==> src/rtl/wdt_pkg.sv <==
package wdt_pkg;
  localparam int CFG_W    = 8;
  localparam int MULT_W   = 5;
  localparam int RES_W    = 2;
  // each resolution step is a factor of 2**RES_STEP base ticks
  localparam int RES_STEP = 2;
  localparam int PRE_W    = RES_STEP * ((1 << RES_W) - 1);

  typedef struct packed {
    logic              steer;
    logic [MULT_W-1:0] mult;
    logic [RES_W-1:0]  res;
  } wdt_cfg_t;

  // mask of prescaler bits that must all be one for a resolution tick
  function automatic logic [PRE_W-1:0] res_mask(input logic [RES_W-1:0] sel);
    logic [PRE_W-1:0] m;
    m = '0;
    for (int i = 0; i < PRE_W; i++)
      if (i < RES_STEP * int'(sel)) m[i] = 1'b1;
    return m;
  endfunction
endpackage

==> src/rtl/wdt_kick_sync.sv <==
module wdt_kick_sync #(
  parameter int STAGES = 2
) (
  input  logic clk,
  input  logic rst,
  input  logic kick_i,
  output logic edge_o
);
  // STAGES synchronizer flops plus one history flop
  logic [STAGES:0] sh_q;

  always_ff @(posedge clk) begin
    if (rst) sh_q <= '0;
    else     sh_q <= {sh_q[STAGES-1:0], kick_i};
  end

  assign edge_o = sh_q[STAGES] ^ sh_q[STAGES-1];
endmodule

==> src/rtl/wdt_prescale.sv <==
module wdt_prescale
  import wdt_pkg::*;
(
  input  logic             clk,
  input  logic             rst,
  input  logic             restart_i,
  input  logic             tick_i,
  input  logic [RES_W-1:0] sel_i,
  output logic             res_tick_o
);
  logic [PRE_W-1:0] pre_q;
  logic [PRE_W-1:0] mask;

  assign mask = res_mask(sel_i);

  always_ff @(posedge clk) begin
    if (rst || restart_i) pre_q <= '0;
    else if (tick_i)      pre_q <= pre_q + 1'b1;
  end

  assign res_tick_o = tick_i && ((pre_q & mask) == mask);
endmodule

==> src/rtl/wdt_down_cnt.sv <==
module wdt_down_cnt #(
  parameter int W = 5
) (
  input  logic         clk,
  input  logic         rst,
  input  logic         restart_i,
  input  logic [W-1:0] load_i,
  input  logic         step_i,
  output logic         expire_o
);
  logic [W-1:0] cnt_q;

  always_ff @(posedge clk) begin
    if (rst)                        cnt_q <= '0;
    else if (restart_i)             cnt_q <= load_i;
    else if (step_i && cnt_q != '0) cnt_q <= cnt_q - 1'b1;
  end

  // a restart in the same cycle wins over the final step
  assign expire_o = step_i && !restart_i && (cnt_q == W'(1));
endmodule

==> src/rtl/wdt_steer.sv <==
module wdt_steer
  import wdt_pkg::*;
#(
  parameter int PULSE_CYCLES = 10_000_000,
  parameter int SYNC_STAGES  = 2
) (
  input  logic             clk,
  input  logic             rst,
  input  logic             tick16_i,
  input  logic             kick_i,
  input  logic             wr_en_i,
  input  logic [CFG_W-1:0] wr_data_i,
  input  logic             rd_flag_i,
  output logic [CFG_W-1:0] cfg_o,
  output logic             flag_o,
  output logic             irq_o,
  output logic             rst_n_o,
  output logic             ctl_clear_o
);
  localparam int PW_W = $clog2(PULSE_CYCLES + 1);

  wdt_cfg_t          cfg_q, wr_cfg;
  logic              kick_evt, restart, res_tick, expire;
  logic              expire_irq, expire_rst, wr_zero;
  logic [MULT_W-1:0] load_val;
  logic [PW_W-1:0]   pcnt_q;
  logic              flag_q, irq_q, rstn_q, clr_q;

  assign wr_cfg   = wdt_cfg_t'(wr_data_i);
  assign wr_zero  = wr_en_i && (wr_data_i == '0);
  assign restart  = wr_en_i || kick_evt;
  assign load_val = wr_en_i ? wr_cfg.mult : cfg_q.mult;

  wdt_kick_sync #(.STAGES(SYNC_STAGES)) u_sync (
    .clk(clk), .rst(rst), .kick_i(kick_i), .edge_o(kick_evt)
  );

  wdt_prescale u_pre (
    .clk(clk), .rst(rst), .restart_i(restart), .tick_i(tick16_i),
    .sel_i(cfg_q.res), .res_tick_o(res_tick)
  );

  wdt_down_cnt #(.W(MULT_W)) u_cnt (
    .clk(clk), .rst(rst), .restart_i(restart), .load_i(load_val),
    .step_i(res_tick), .expire_o(expire)
  );

  assign expire_irq = expire && !cfg_q.steer;
  assign expire_rst = expire &&  cfg_q.steer;

  // control word: expiry never coincides with a write (restart wins)
  always_ff @(posedge clk) begin
    if (rst)             cfg_q <= '0;
    else if (wr_en_i)    cfg_q <= wr_cfg;
    else if (expire_rst) cfg_q <= '0;
  end

  always_ff @(posedge clk) begin
    if (rst)            flag_q <= 1'b0;
    else if (expire)    flag_q <= 1'b1;
    else if (rd_flag_i) flag_q <= 1'b0;
  end

  always_ff @(posedge clk) begin
    if (rst)                      irq_q <= 1'b0;
    else if (expire_irq)          irq_q <= 1'b1;
    else if (kick_evt || wr_zero) irq_q <= 1'b0;
  end

  // reset pulse stretcher
  always_ff @(posedge clk) begin
    if (rst) begin
      pcnt_q <= '0;
      rstn_q <= 1'b1;
    end else if (expire_rst) begin
      pcnt_q <= PW_W'(PULSE_CYCLES - 1);
      rstn_q <= 1'b0;
    end else if (pcnt_q != '0) begin
      pcnt_q <= pcnt_q - 1'b1;
    end else begin
      rstn_q <= 1'b1;
    end
  end

  always_ff @(posedge clk) begin
    if (rst) clr_q <= 1'b0;
    else     clr_q <= expire_rst;
  end

  assign cfg_o       = cfg_q;
  assign flag_o      = flag_q;
  assign irq_o       = irq_q;
  assign rst_n_o     = rstn_q;
  assign ctl_clear_o = clr_q;
endmodule

==> config.mk <==
export PLATFORM = sky130hd
export DESIGN_NAME = wdt_steer
export DESIGN_NICKNAME = d
export VERILOG_FILES = /design/src/rtl/wdt_pkg.sv /design/src/rtl/wdt_kick_sync.sv /design/src/rtl/wdt_prescale.sv /design/src/rtl/wdt_down_cnt.sv /design/src/rtl/wdt_steer.sv
export SDC_FILE = /design/constraint.sdc
export NUM_CORES = 1
export LEC_CHECK = 0
export BUFFER_PORTS_ARGS = -buffer_cell sky130_fd_sc_hd__buf_2
export CORE_MARGIN = 5
export CORE_UTILIZATION = 50
export CTS_CLUSTER_DIAMETER = 150
export DETAILED_ROUTE_END_ITERATION = 10
export PLACE_DENSITY = 0.7
export SETUP_SLACK_MARGIN = 0.02
export SYNTH_ARGS = -nofsm -noshare
export SYNTH_HDL_FRONTEND = slang
export SYNTH_SLANG_ARGS = --single-unit
==> constraint.sdc <==
create_clock -name clk -period 3 [get_ports clk]
set_input_delay 0.6 -clock clk [delete_from_list [all_inputs] [get_ports clk]]
set_output_delay 0.6 -clock clk [all_outputs]
set_load 0.01 [all_outputs]
* Word-level counts from Yosys, hierarchy flattened
Index checks and enable logic that the tools add are counted.
** Storage, ports and cells
- Bits in registers :: 50
- Bits of input ports :: 14
- Output and inout port bits :: 12
- Logic and storage cells :: 66
** Cells by class
- Add/subtract/negate cells :: 3
- $lt $le $gt $ge :: 6
- Equality and inequality tests :: 3
- Mux-type cells :: 19
- Bitwise logic cells :: 2
- Reduce and logical (&&, ||, !) cells :: 21
** Operator list (number)
- 2-to-1 mux 24 bit :: 2
- nonzero test 24 bit :: 1
- subtractor 24 x 1 -> 24 bit (second input constant) :: 1
- 2-to-1 mux 8 bit :: 2
- 2-to-1 mux 5 bit :: 3
- 2-to-1 mux 1 bit :: 12
- nonzero test 2 bit :: 5
- zero test 8 bit :: 1
- logical AND 1 bit :: 7
- adder 6 x 1 -> 6 bit (second input constant) :: 1
- AND 6 bit :: 1
- equality test 6 bit :: 1
- less-than comparator 1 x 3 -> 1 bit (first input constant) :: 2
- less-than comparator 2 x 3 -> 1 bit (first input constant) :: 2
- less-than comparator 3 bit (first input constant) :: 2
- equality test 5 x 1 -> 1 bit (second input constant) :: 1
- nonzero test 5 bit :: 1
- subtractor 5 x 1 -> 5 bit (second input constant) :: 1
- logical OR 1 bit :: 3
- zero test 1 bit :: 2
- != test 2 bit (second input constant) :: 1
- OR reduction 2 bit :: 1
- bitwise XOR 1 bit :: 1

* Depth between registers and ports, before layout
- Depth in word-level cells :: 10
- Gate-level depth with buffers :: 8
- Mapped depth without buffers :: 7

* Modules after synthesis
Synthesis repeated with hierarchy kept, for this count alone.
** Second synthesis, totals
- Cells, all modules :: 289
- Area, all modules :: 2580.0 um^2
** Modules (own cells, without submodules)
- wdt_steer :: times used 1, cells each 207, area each 1856.8 um^2, sequential area each 720.7 um^2
- wdt_down_cnt :: times used 1, cells each 41, area each 329.1 um^2, sequential area each 100.1 um^2
- wdt_prescale :: times used 1, cells each 34, area each 306.5 um^2, sequential area each 120.1 um^2
- wdt_kick_sync :: times used 1, cells each 7, area each 87.6 um^2, sequential area each 60.1 um^2

* Worst setup path before layout
No wires, ideal clock.
- Path kind :: input to register
- Start :: in tick16_i
- End :: reg u_cnt.cnt_q[1]
- Library setup time :: 0.091 ns
- Data arrival time :: 1.965 ns
- Data required time :: 2.909 ns
- Setup slack :: 0.944 ns
- Cell stages on the path :: 7
- Buffers on the path :: 2
- Cell sequence :: clkbuf_1 -> inv_1 -> a2111oi_0 -> clkbuf_1 -> a21o_1 -> nor2_1 -> a311oi_1
** Between the ends
- Longest elaborated chain between the ends :: 3
** RTL lines
- start: declaration :: line wdt_steer.sv:9 : input logic tick16_i,
- logical AND 1 bit :: line wdt_prescale.sv:21 : assign res_tick_o = tick_i && ((pre_q & mask) == mask);
- logical AND 1 bit :: line wdt_down_cnt.sv:16 : else if (step_i && cnt_q != '0) cnt_q <= cnt_q - 1'b1;
- nonzero test 2 bit (no line)
- end signal: assignment :: line wdt_down_cnt.sv:15 : else if (restart_i) cnt_q <= load_i;
- end signal: assignment :: line wdt_down_cnt.sv:16
- end: declaration :: line wdt_down_cnt.sv:11 : logic [W-1:0] cnt_q;
No other way between the ends.
A chain may end at the register's enable or synchronous reset.

* Worst setup path in the final report
- Start :: reg pcnt_q[11]
- End :: reg pcnt_q[5]
** Between the ends
- Longest elaborated chain between the ends :: 2
** RTL lines
- start: declaration :: line wdt_steer.sv:26 : logic [PW_W-1:0] pcnt_q;
- start signal: assignment :: line wdt_steer.sv:76 : pcnt_q <= PW_W'(PULSE_CYCLES - 1);
- start signal: assignment :: line wdt_steer.sv:79 : pcnt_q <= pcnt_q - 1'b1;
- nonzero test 24 bit :: line wdt_steer.sv:78 : end else if (pcnt_q != '0) begin
- nonzero test 2 bit (no line)
No other way between the ends.

==> results.md <==
* Largest net degree at the start of global routing at 31
* Post-place instance area at 0.00272 mm^2
* Crit. Startpoint: pcnt_q[11]
* Yosys warns at 0
* Root Driver: clkbuf_8
* Met3 Track Usage GR at 4.10%
* Initial Utilization at 50.6%
* Hold Path Depth at 1
* Setup TNS at 0 ns
* Antenna violations before repair at 0
* CTS tree: yes
* # hold bufs at CTS at 0
* R2R setup slack at 0.71 ns
* Vias in the first global route at 2,166
* Met2 Track Usage GR at 31.4%
* Post-Syn Area at 0.00253 mm^2
* Req. time, crit path at 3.22 ns
* Max Fclk at 436 MHz
* Vias/cell at 5.70
* Htree depth at 2
* Buffers from clock root to sink, at most at 2
* Flop pwr share at 37.0%
* Fin crit period at 2.29 ns
* DR DRC count at 0
* Flops & latches, synth at 50
* Met1 usage at 23.3%
* Remaining antenna violation count after routing at 0
* Switching Share at 43.1%
* Combinational group share of total power at 49.7%
* # diodes at 0
* Peak supply drop at 0.647 mV
* Wire length per cell at 14.5 um
* CP Data Arrival Time at 2.51 ns
* Clk slew on worst S/H paths at 0.09 ns
* Die area at 0.00659 mm^2
* Setup Buffers After CTS at 0
* Startpoint types: flop
* Net count, final at 343
* Leak pwr at 1.07 nW
* Period utilization at 76.4%
* P&R area growth vs syn at 10.4%
* DRT Wirelength at 5.71 mm
* TritonCTS buffer count at 5
* CP max stage delay at 0.51 ns
* # port buffers at 25
* Top Usage Layer GRT: met2
* Critical path class: flop to flop
* I/O pins at 26
* WHS at 0.441 ns
* Post-synth top area share at 39.5%
* Status: completed
* Pwr Total at 2.74 mW
* Die H at 81.2 um
* Post-CTS sizing at 0
* Hold path start: u_sync.sh_q[0]
* Router iterations before antenna repair at 4
* Kind of end point of the critical path: flop
* Die X at 81.2 um
* Synth area leader: dfxtp_1
* Worst-Skew Late Latency at 0.30 ns
* Power Internal at 1.56 mW
* RSZ-0062 raised after global routing: false
* Syn Nets at 322
* Critical path's slowest cell: nor4_4
* Max-Cap Viols at 0
* First-pass GRT wire length at 9.72 mm
* Most frequent cell after synthesis: dfxtp_1
* Post-synth top flop: dfxtp_1
* Synth top cells by count: 50 x dfxtp_1, 29 x nor2_1, 27 x a21oi_1
* Via count at 2,239
* Net Switching at 1.18 mW
* Worst-path maximum fanout at 9
* RePlAce Congestion at 0.805
* Setup-failing EPs final at 0
* R2R cell count at 6
* WP buf/inv at 1
* Finished Core Util at 55.8%
* Post-synth EDFFs at 0
* Design area at 0.00280 mm^2
* Slew Limit Headroom at 44.9%
* Starting DRT DRC Count at 110
* Crit path cell chain: nor4_4 > nand4_1 > nor2_1 > buf_4 > o21ai_0 > a31oi_1
* Syn Inst Count at 302
* Slew Viols, Final at 0
* Cell variety after synth at 46
* PD cells at 980 mW/mm^2
* Hold Path Sink: u_sync.sh_q[1]
* Layout cell share with drive strength beyond 1 at 12.7%
* Hold Path Class: flop to flop
* Core area at 0.00501 mm^2
* Fraction of registers with async set/reset at 0%
* Post-DP HPWL at 4.15 mm
* Avg Cell Area, Syn at 8.39 um^2
* Main area contributors after synthesis: dfxtp_1 40%, a21oi_1 5.3%, nor2_1 4.3%
* Clock Skews at 0.0150 ns
* Total gr overflow at 0
* Reg2reg end: pcnt_q[5]
* # rows at 26
* Hold Vio Cnt, Final at 0
* Clk sinks at 50
* Worst-Margin Slew at 0.821 ns
* Tot GR Track Use at 18.6%
* Seq/Total Area, Yosys at 39.5%
* R2r startpoint: pcnt_q[11]
* Cell family with the largest share of critical-path delay: simple AND/OR/NAND/NOR gates
* Fill cell total of the finished layout at 495
* Clk pwr share at 13.4%
## cell usage in the layout (no fill, tap or decap), types with 6 or more instances in the layout
cell type and count:
dfxtp_1 50, nor2_1 29, a21oi_1 27, nand2_1 26
buf_2 25, o21ai_0 12, xor2_1 10, xnor2_1 10
nand2b_1 9, nand4_1 9, or3_1 9, nor3_1 8
inv_1 7, nor4_1 6, a211oi_1 6, a31oi_1 6
ha_1 6
## layer usage
metal	vias to the layer above	share of wire (%)
met4	0	0.84
met2	58	48
met3	5	5.0
met1	1040	46
li1	1136	-
met5	-	0
## flip-flops by register name, indices dropped and copies added, names as in the netlist
signal and flops:
rst_n_o 1, pcnt_q 24, ctl_clear_o 1, irq_o 1
u_sync.sh_q 3, cfg_o 8, u_pre.pre_q 6, u_cnt.cnt_q 5
flag_o 1
## logic make-up after synthesis
group	after synthesis	synth area share, %
AOI/OAI and AO/OA	74	18.3
xor gates and xnor gates	20	6.91
adders and majority gates	6	2.96
buffers and inverters	23	3.75
DFF	50	39.5
muxes	2	0.790
and+or+nand+nor	127	27.8
## stage by stage
step           cells  setup slack [ns]
2_1_floorplan    302             0.944
3_3_place_gp     386             0.780
3_5_place_dp     386             0.749
4_1_cts          393             0.737
5_1_grt          393             0.444
6_report         393             0.708
## cell type report
cell class                 instances  area, um^2  area share [%]
multi-input combinational        229        1440            51.6
sequential                        50        1000            35.8
timing repair buffer              30         163            5.81
tap                               70        87.6            3.13
clock buffer                       7        76.3            2.73
inverter                           7        26.3           0.939
## worst max-delay path by stage
stage	end	depth (start not counted)	slack, ns
after CTS	pcnt_q[5]	6	0.74
after global routing	pcnt_q[14]	7	0.44
after global placement	pcnt_q[5]	6	0.78
after detailed placement	pcnt_q[5]	6	0.75
after floorplan	u_cnt.cnt_q[1]	7	0.94
final	pcnt_q[5]	6	0.71
## power by group through the flow
stage | registers [mW] | logic, mW | clock network [mW]
after detailed placement | 1.02 | 1.34 | 0
final | 1.01 | 1.36 | 0.367
after CTS | 1.01 | 1.36 | 0.384
after global placement | 1.02 | 1.33 | 0
after floorplan | 0.975 | 1.12 | 0
after global routing | 1.04 | 1.54 | 0.402
No activity file was read; power rests on OpenSTA's default activity.
